===== src/rtl/rxcb_pkg.sv =====
package rxcb_pkg;
  localparam int BASE_BYTES = 52;

  // transfers per cell for a width mode and length code
  function automatic int cell_words(input logic wide, input logic [1:0] len);
    int bytes;
    bytes = BASE_BYTES + ((len == 2'd0) ? 0 : (len == 2'd1) ? 1 : 2);
    if (wide) begin
      if (bytes % 2 != 0) bytes = bytes + 1;
      return bytes / 2;
    end
    return bytes;
  endfunction
endpackage


===== src/rtl/rxcb_len_sel.sv =====
module rxcb_len_sel #(
  parameter int CNT_W = 6
) (
  input  logic             wide,
  input  logic [1:0]       len,
  output logic [CNT_W-1:0] words
);
  always_comb begin
    words = CNT_W'(rxcb_pkg::cell_words(wide, len));
  end
endmodule


===== src/rtl/rxcb_word_ctr.sv =====
module rxcb_word_ctr #(
  parameter int CNT_W = 6
) (
  input  logic             clk,
  input  logic             rst,
  input  logic             adv,
  input  logic [CNT_W-1:0] words_in,
  output logic             mid
);
  logic [CNT_W-1:0] cnt_q, lim_q, lim_cur, nxt;

  assign mid     = (cnt_q != '0);
  assign lim_cur = mid ? lim_q : words_in;
  assign nxt     = cnt_q + {{(CNT_W-1){1'b0}}, 1'b1};

  always_ff @(posedge clk) begin
    if (rst) begin
      cnt_q <= '0;
      lim_q <= '0;
    end else if (adv) begin
      if (!mid) lim_q <= words_in;
      cnt_q <= (nxt == lim_cur) ? '0 : nxt;
    end
  end
endmodule


===== src/rtl/rxcb_parity.sv =====
module rxcb_parity #(
  parameter int LANE_W = 8,
  parameter int LANES  = 2
) (
  input  logic [LANE_W*LANES-1:0] data,
  input  logic                    wide,
  output logic                    par
);
  logic [LANES-1:0] lane_p;

  for (genvar i = 0; i < LANES; i++) begin : g_lane
    assign lane_p[i] = ^data[i*LANE_W +: LANE_W];
  end

  assign par = ~(wide ? ^lane_p : lane_p[0]);
endmodule


===== src/rtl/rx_cellbus_out.sv =====
module rx_cellbus_out #(
  parameter int NARROW_W = 8,
  parameter int LANES    = 2,
  parameter int CNT_W    = 6,
  localparam int BUS_W   = NARROW_W * LANES
) (
  input  logic             clk,
  input  logic             rst,
  input  logic             cfg_wide,
  input  logic [1:0]       cfg_len,
  input  logic             cell_avail,
  input  logic             in_valid,
  input  logic [BUS_W-1:0] in_data,
  output logic             in_ready,
  input  logic             rd_en_n,
  output logic             bus_clav,
  output logic [BUS_W-1:0] out_data,
  output logic             out_par,
  output logic             out_soc,
  output logic             out_valid
);
  logic             mid, xfer, wide_q, wide_eff, nxt_par;
  logic [CNT_W-1:0] words;
  logic [BUS_W-1:0] nxt_data;

  assign bus_clav = mid | cell_avail;
  assign in_ready = ~rd_en_n & bus_clav;
  assign xfer     = in_ready & in_valid;
  assign wide_eff = mid ? wide_q : cfg_wide;
  assign nxt_data = wide_eff ? in_data
                             : {{(BUS_W-NARROW_W){1'b0}}, in_data[NARROW_W-1:0]};

  rxcb_len_sel #(.CNT_W(CNT_W)) u_len (
    .wide(cfg_wide), .len(cfg_len), .words(words));

  rxcb_word_ctr #(.CNT_W(CNT_W)) u_ctr (
    .clk(clk), .rst(rst), .adv(xfer), .words_in(words), .mid(mid));

  rxcb_parity #(.LANE_W(NARROW_W), .LANES(LANES)) u_par (
    .data(nxt_data), .wide(wide_eff), .par(nxt_par));

  always_ff @(posedge clk) begin
    if (rst) begin
      wide_q    <= 1'b0;
      out_data  <= '0;
      out_par   <= 1'b1;
      out_soc   <= 1'b0;
      out_valid <= 1'b0;
    end else if (xfer) begin
      if (!mid) wide_q <= cfg_wide;
      out_data  <= nxt_data;
      out_par   <= nxt_par;
      out_soc   <= ~mid;
      out_valid <= 1'b1;
    end else if (rd_en_n) begin
      out_valid <= 1'b0;
    end else begin
      out_valid <= 1'b0;
      out_soc   <= 1'b0;
    end
  end
endmodule


===== config.mk =====
export PLATFORM = sky130hd
export DESIGN_NAME = rx_cellbus_out
export DESIGN_NICKNAME = d
export VERILOG_FILES = /design/src/rtl/rxcb_pkg.sv /design/src/rtl/rxcb_len_sel.sv /design/src/rtl/rxcb_word_ctr.sv /design/src/rtl/rxcb_parity.sv /design/src/rtl/rx_cellbus_out.sv
export SDC_FILE = /design/constraint.sdc
export NUM_CORES = 1
export LEC_CHECK = 0
export ABC_AREA = 1
export BUFFER_PORTS_ARGS = -buffer_cell sky130_fd_sc_hd__buf_2
export CORE_MARGIN = 1
export CORE_UTILIZATION = 47
export DETAILED_ROUTE_END_ITERATION = 8
export PLACE_DENSITY_LB_ADDON = 0.2
export SYNTH_ARGS = -nofsm -noshare
export SYNTH_HDL_FRONTEND = slang
export SYNTH_SLANG_ARGS = --single-unit

===== constraint.sdc =====
create_clock -name clk -period 1.76 [get_ports clk]
set_input_delay 0.528 -clock clk [delete_from_list [all_inputs] [get_ports clk]]
set_output_delay 0.528 -clock clk [all_outputs]
set_load 0.02 [all_outputs]

# After elaboration in Yosys (flattened, before gate mapping)
# Index checks and enable logic that the tools add are counted.
# op_classes
n_bitwise	8
reduce_logical	6
add_sub_neg	4
n_eq_ne	3
mux	16
# ops
cell	count
two-way mux 32 bit	3
adder 32 x 2 -> 32 bit, second input constant	1
adder 7 x 32 -> 32 bit, first input constant	1
nonzero test 32 bit	1
two-way mux 6 bit	5
two-way mux 16 bit	1
parity 8 bit	2
adder 6 x 1 -> 6 bit	1
adder 6 x 1 -> 6 bit, second input constant	1
equality test 6 bit	1
two-way mux 1 bit	6
nonzero test 6 bit	1
AND 1 bit	4
inverter 1 bit	3
equality test 2 x 1 -> 1 bit, second input constant	1
logical NOT 2 bit	1
two-way mux 2 bit	1
inequality test 2 x 1 -> 1 bit, second input constant	1
parity 2 bit	1
bitwise OR 1 bit	1
# word_totals
ff_bits	32
elab_cells	44
input_bits	24
out_inout_bits	21

# Logic depth before layout (Yosys ltp)
# depth
word_depth	15
depth_mapped	14
depth_no_buf	14

# Cells and area by module
# From an unflattened synthesis, not the netlist that was laid out.
# unflattened
hier_cells	397
hier_area_um2	2280.9
# by_module_without_submodules
module	seq_area_each_um2	instances	area_each_um2	cells_per_inst
rxcb_word_ctr	240.2	1	972.2	157
rx_cellbus_out	400.4	1	924.6	147
rxcb_parity	0.0	1	339.1	83
rxcb_len_sel	0.0	1	45.0	10

# Worst setup path after synthesis
# OpenSTA, ideal clock, no wires.
# synth_timing
path_type	flip-flop to flip-flop
startpoint	register u_ctr.cnt_q[0]
endpoint	register u_ctr.cnt_q[0]
arrival_time_ns	1.608
slack_ns	0.030
synth_period_minus_slack_ns	1.730
required_time_ns	1.638
n_path_buf	1
path_stages_with_launch	10
setup_ns	0.122
cell_sequence	dfxtp_1 inv_1 ha_1 nand3_2 inv_4 a21oi_4 nand2_2 buf_2 o21ai_0 a21oi_2
# synth_between
elab_chain_cells	4
elab_cells_between_ends	8
classes_between	1 x add/sub; 1 x eq/ne; 2 x mux; 3 x bitwise; 1 x reduce/logical
# synth_lines
element	line_no	source
start: declaration	rxcb_word_ctr.sv:10	logic [CNT_W-1:0] cnt_q, lim_q, lim_cur, nxt;
start signal: assignment	rxcb_word_ctr.sv:22	cnt_q <= (nxt == lim_cur) ? '0 : nxt;
nonzero test 6 bit	rxcb_word_ctr.sv:12	assign mid = (cnt_q != '0);
bitwise OR 1 bit	rx_cellbus_out.sv:26	assign bus_clav = mid | cell_avail;
AND 1 bit	rx_cellbus_out.sv:27	assign in_ready = ~rd_en_n & bus_clav;
named net in_ready	rx_cellbus_out.sv:14	output logic in_ready,
AND 1 bit	rx_cellbus_out.sv:28	assign xfer = in_ready & in_valid;
# The timed path passes the listed nets, and every way through them passes these cells.
# A chain may end at the register's enable or synchronous reset.

# Worst setup path in the final report
# layout_timing
startpoint	register u_ctr.cnt_q[0]
endpoint	output port in_ready
# layout_between
elab_chain_cells	3
# layout_lines
element	line_no
nonzero test 6 bit	rxcb_word_ctr.sv:12
bitwise OR 1 bit	rx_cellbus_out.sv:26
AND 1 bit	rx_cellbus_out.sv:27
end: declaration	rx_cellbus_out.sv:14
# No other way between the ends.

==> metrics.txt <==
Clock Path Buffers 2; Root Buffer clkbuf_4; Starting Density 49.6%; Bufs and invs on worst path 4; Die Ht 61.8 um; # nets final 332; worst skew pair latency 0.35 ns; Cell Area, Placed 0.00206 sq mm; Area Overhead vs Synth 38.9%; Flop pwr share 43.0%; CP endpoint in_ready; Final Skew 0.00774 ns; PortBufs 44; CP Class flip-flop to primary output; Pint 1.26 mW; CTS H-tree depth 2; initial antenna violation count 0; Peak VDD IR 596 uV; Worst R2R Start u_ctr.cnt_q[0]$_SDFFE_PP0P_; PwrDens 772 mW/mm^2; register area 644 sq um; fin area 0.00234 sq mm; clock slew at reported path FFs 0.11 ns; share of total power in the clock network 31.3%; CP endpoint kind primary output; Final Setup Violations 5; DRT Pass-1 Iters 4; Min-Delay Path Class input port to flip-flop; Crit path largest cell delay 0.34 ns; pin slew with the least headroom to its limit 0.452 ns; Crit-path slowest cell dfxtp_2; Ys Warns 0; via count 1740; maxcap violations 0; critical path cell sequence inv_2, ha_4, nand3_4, inv_4, buf_12, a21oi_4, buf_6; RD Place Congestion 0.775; Psw 0.545 mW; Clock Sinks 32; switch share 30.2%; WL/cell 12.1 um; layout cell share with drive strength beyond 1 33.6%; vias per inst 4.93; CTS buffer count 5; total die area 0.00382 sq mm; final max-slew violation count 0; vias in the first global route 1478; core footprint 0.00339 sq mm; GR Util All Layers 23.1%; Hold Violations, Final 0; area of the multi-input gates 0.00100 sq mm; Fill cells 288; Worst EP arrival 1.43 ns; final WL 4.27 mm; register bit total from synthesis 32; Net Count, Synth 266; R2R Path End u_ctr.cnt_q[3]$_SDFFE_PP0P_; Max Fclk 0.512 GHz; DRC 0; GRT overflow 0; CP required 1.23 ns; Syn Area/Cell 7.01 sq um; antenna cells 0; Syn Std Cell Area 0.00168 sq mm; Gate power share 25.6%; largest net degree at the start of global routing 36; Unique masters post-synth 25; Crit Path Max Fanout 3; Detail Route Antenna Nets 0; Detailed Route Iter0 Violations 135; P_leak 1.08 nW; CTS tree yes; period utilization 111%; Ports 45; DP HPWL 2.72 mm; fin crit period 1.95 ns; Levels on crit path 7; Critical Path Start u_ctr.cnt_q[0]$_SDFFE_PP0P_; Final WS setup -0.194 ns; r2r worst-path depth 11; first-pass GRT wire length 6.37 mm; Worst Setup Start Kind flip-flop; Die X-Extent 61.8 um; row cnt 21; outcome complete, but fails checks; Min Hold Slack 0.435 ns; CP delay by family, top buffers and inverters; post-synthesis cell count 240; RSZ-0062 raised after global routing yes; failing checks negative setup slack; r2r setup slk -0.01 ns; Post-CTS Hold Buffers 0; worst rel slew slack 69.9%; Seq/Total Area, Yosys 38.1%
==> sequential cells by signal (all words and copies together) (netlist names) <==
signal and flops:
u_ctr.cnt_q 6, u_ctr.lim_q 6, wide_q 1, out_valid 1, out_data 16, out_par 1
out_soc 1
==> worst min-delay path: stages <==
cell and delay [ns]:
buf_2 0.11, nand2_1 0.06, a21oi_1 0.05
==> layout make-up <==
class / count / share of cell area, %
Tap cell: 46 / 2.46
Clock buffer: 6 / 1.77
Timing Repair Buffer: 67 / 20.7
Clock inverter: 2 / 1.50
Sequential cell: 32 / 27.6
Multi-Input combinational cell: 182 / 42.8
Inverter: 18 / 3.21
==> cell usage in the layout, fill, tap and decap left out, types with 8 or more instances in the layout <==
| master | instances |
|---|---|
| nand2_1 | 67 |
| buf_2 | 42 |
| dfxtp_1 | 29 |
| a21oi_1 | 28 |
| buf_4 | 18 |
| o21ai_1 | 16 |
| inv_1 | 14 |
| nor2_1 | 11 |
| nand3_1 | 10 |
| xor2_1 | 8 |
| xnor2_1 | 8 |
==> worst min-delay path by stage <==
| stage | start | end | slack, ns | depth (start not counted) |
|---|---|---|---|---|
| after global placement | u_ctr.lim_q[3]$_SDFFE_PP0P_ | u_ctr.lim_q[3]$_SDFFE_PP0P_ | 0.45 | 2 |
| after detailed placement | u_ctr.lim_q[3]$_SDFFE_PP0P_ | u_ctr.lim_q[3]$_SDFFE_PP0P_ | 0.45 | 2 |
| after global routing | in_data[0] | out_data[0]$_SDFFE_PP0P_ | 0.43 | 3 |
| after floorplan | u_ctr.lim_q[3]$_SDFFE_PP0P_ | u_ctr.lim_q[3]$_SDFFE_PP0P_ | 0.43 | 2 |
| final | in_data[4] | out_data[4]$_SDFFE_PP0P_ | 0.43 | 3 |
| after CTS | in_data[2] | out_data[2]$_SDFFE_PP0P_ | 0.43 | 3 |
==> routing by layer <==
layer | track usage (%) | share of wire [%] | up-vias | routed length [um]
met5 | 0 | 0 | - | 0
met4 | 10.5 | 1.7 | 0 | 72
met3 | 7.66 | 5.7 | 6 | 243
met2 | 35.5 | 48 | 50 | 2030
met1 | 29.6 | 45 | 769 | 1920
li1 | - | - | 915 | -
==> power by group through the flow <==
stage                     combinational, mW  clock [mW]  sequential [mW]
after global placement                0.389           0            0.790
after floorplan                       0.227           0            0.819
after global routing                  0.511       0.612            0.781
after CTS                             0.415       0.571            0.775
final                                 0.462       0.565            0.777
after detailed placement              0.394           0            0.790
==> kinds of logic (layout without fill, tap and decap cells) <==
group	Yosys count	count (layout)	synth area share, %
buf+inv	26	93	6.62
compound gates	57	57	18.7
xor+xnor	16	16	8.33
flops	32	32	38.1
simple gates	107	107	26.8
fa+ha+maj	2	2	1.49
==> synthesized netlist by cell type (all sizes together) <==
library cell   n  area [sq um]
nand3         12          70.1
or2            1          6.26
buf            5          30.0
o21ai         23           115
nand4          2          12.5
xnor2          8          70.1
xor2           8          70.1
a21oi         33           191
ha             2          25.0
dfxtp         32           641
inv           18          70.1
nor2          15          61.3
o211ai         1          7.51
nand2         75           287
clkbuf         3          11.3
nand3b         2          15.0
==> timing repair <==
item | CTS | global route
gates resized for setup | 13 | 24
cloned | 0 | 3
endpoints found under the setup margin | 5 | 27
pin swaps | 3 | 3
endpoints found under the hold margin | 0 | 0
setup buffers | 3 | 1
==> through the flow <==
step                TNS (ns)  setup WS [ns]  power [mW]  util, %  std cells
detailed placement   -0.0360        -0.0360        1.18     60.9        338
finish                -0.344         -0.194        1.80     69.0        353
global route           -1.21         -0.257        1.90     69.0        353
floorplan                  0         0.0301        1.05        -        240
global placement     -0.0193        -0.0193        1.18     60.9        338
CTS                   -0.331         -0.210        1.76     65.2        349
Note: power is estimated with default switching activity, not from simulation.
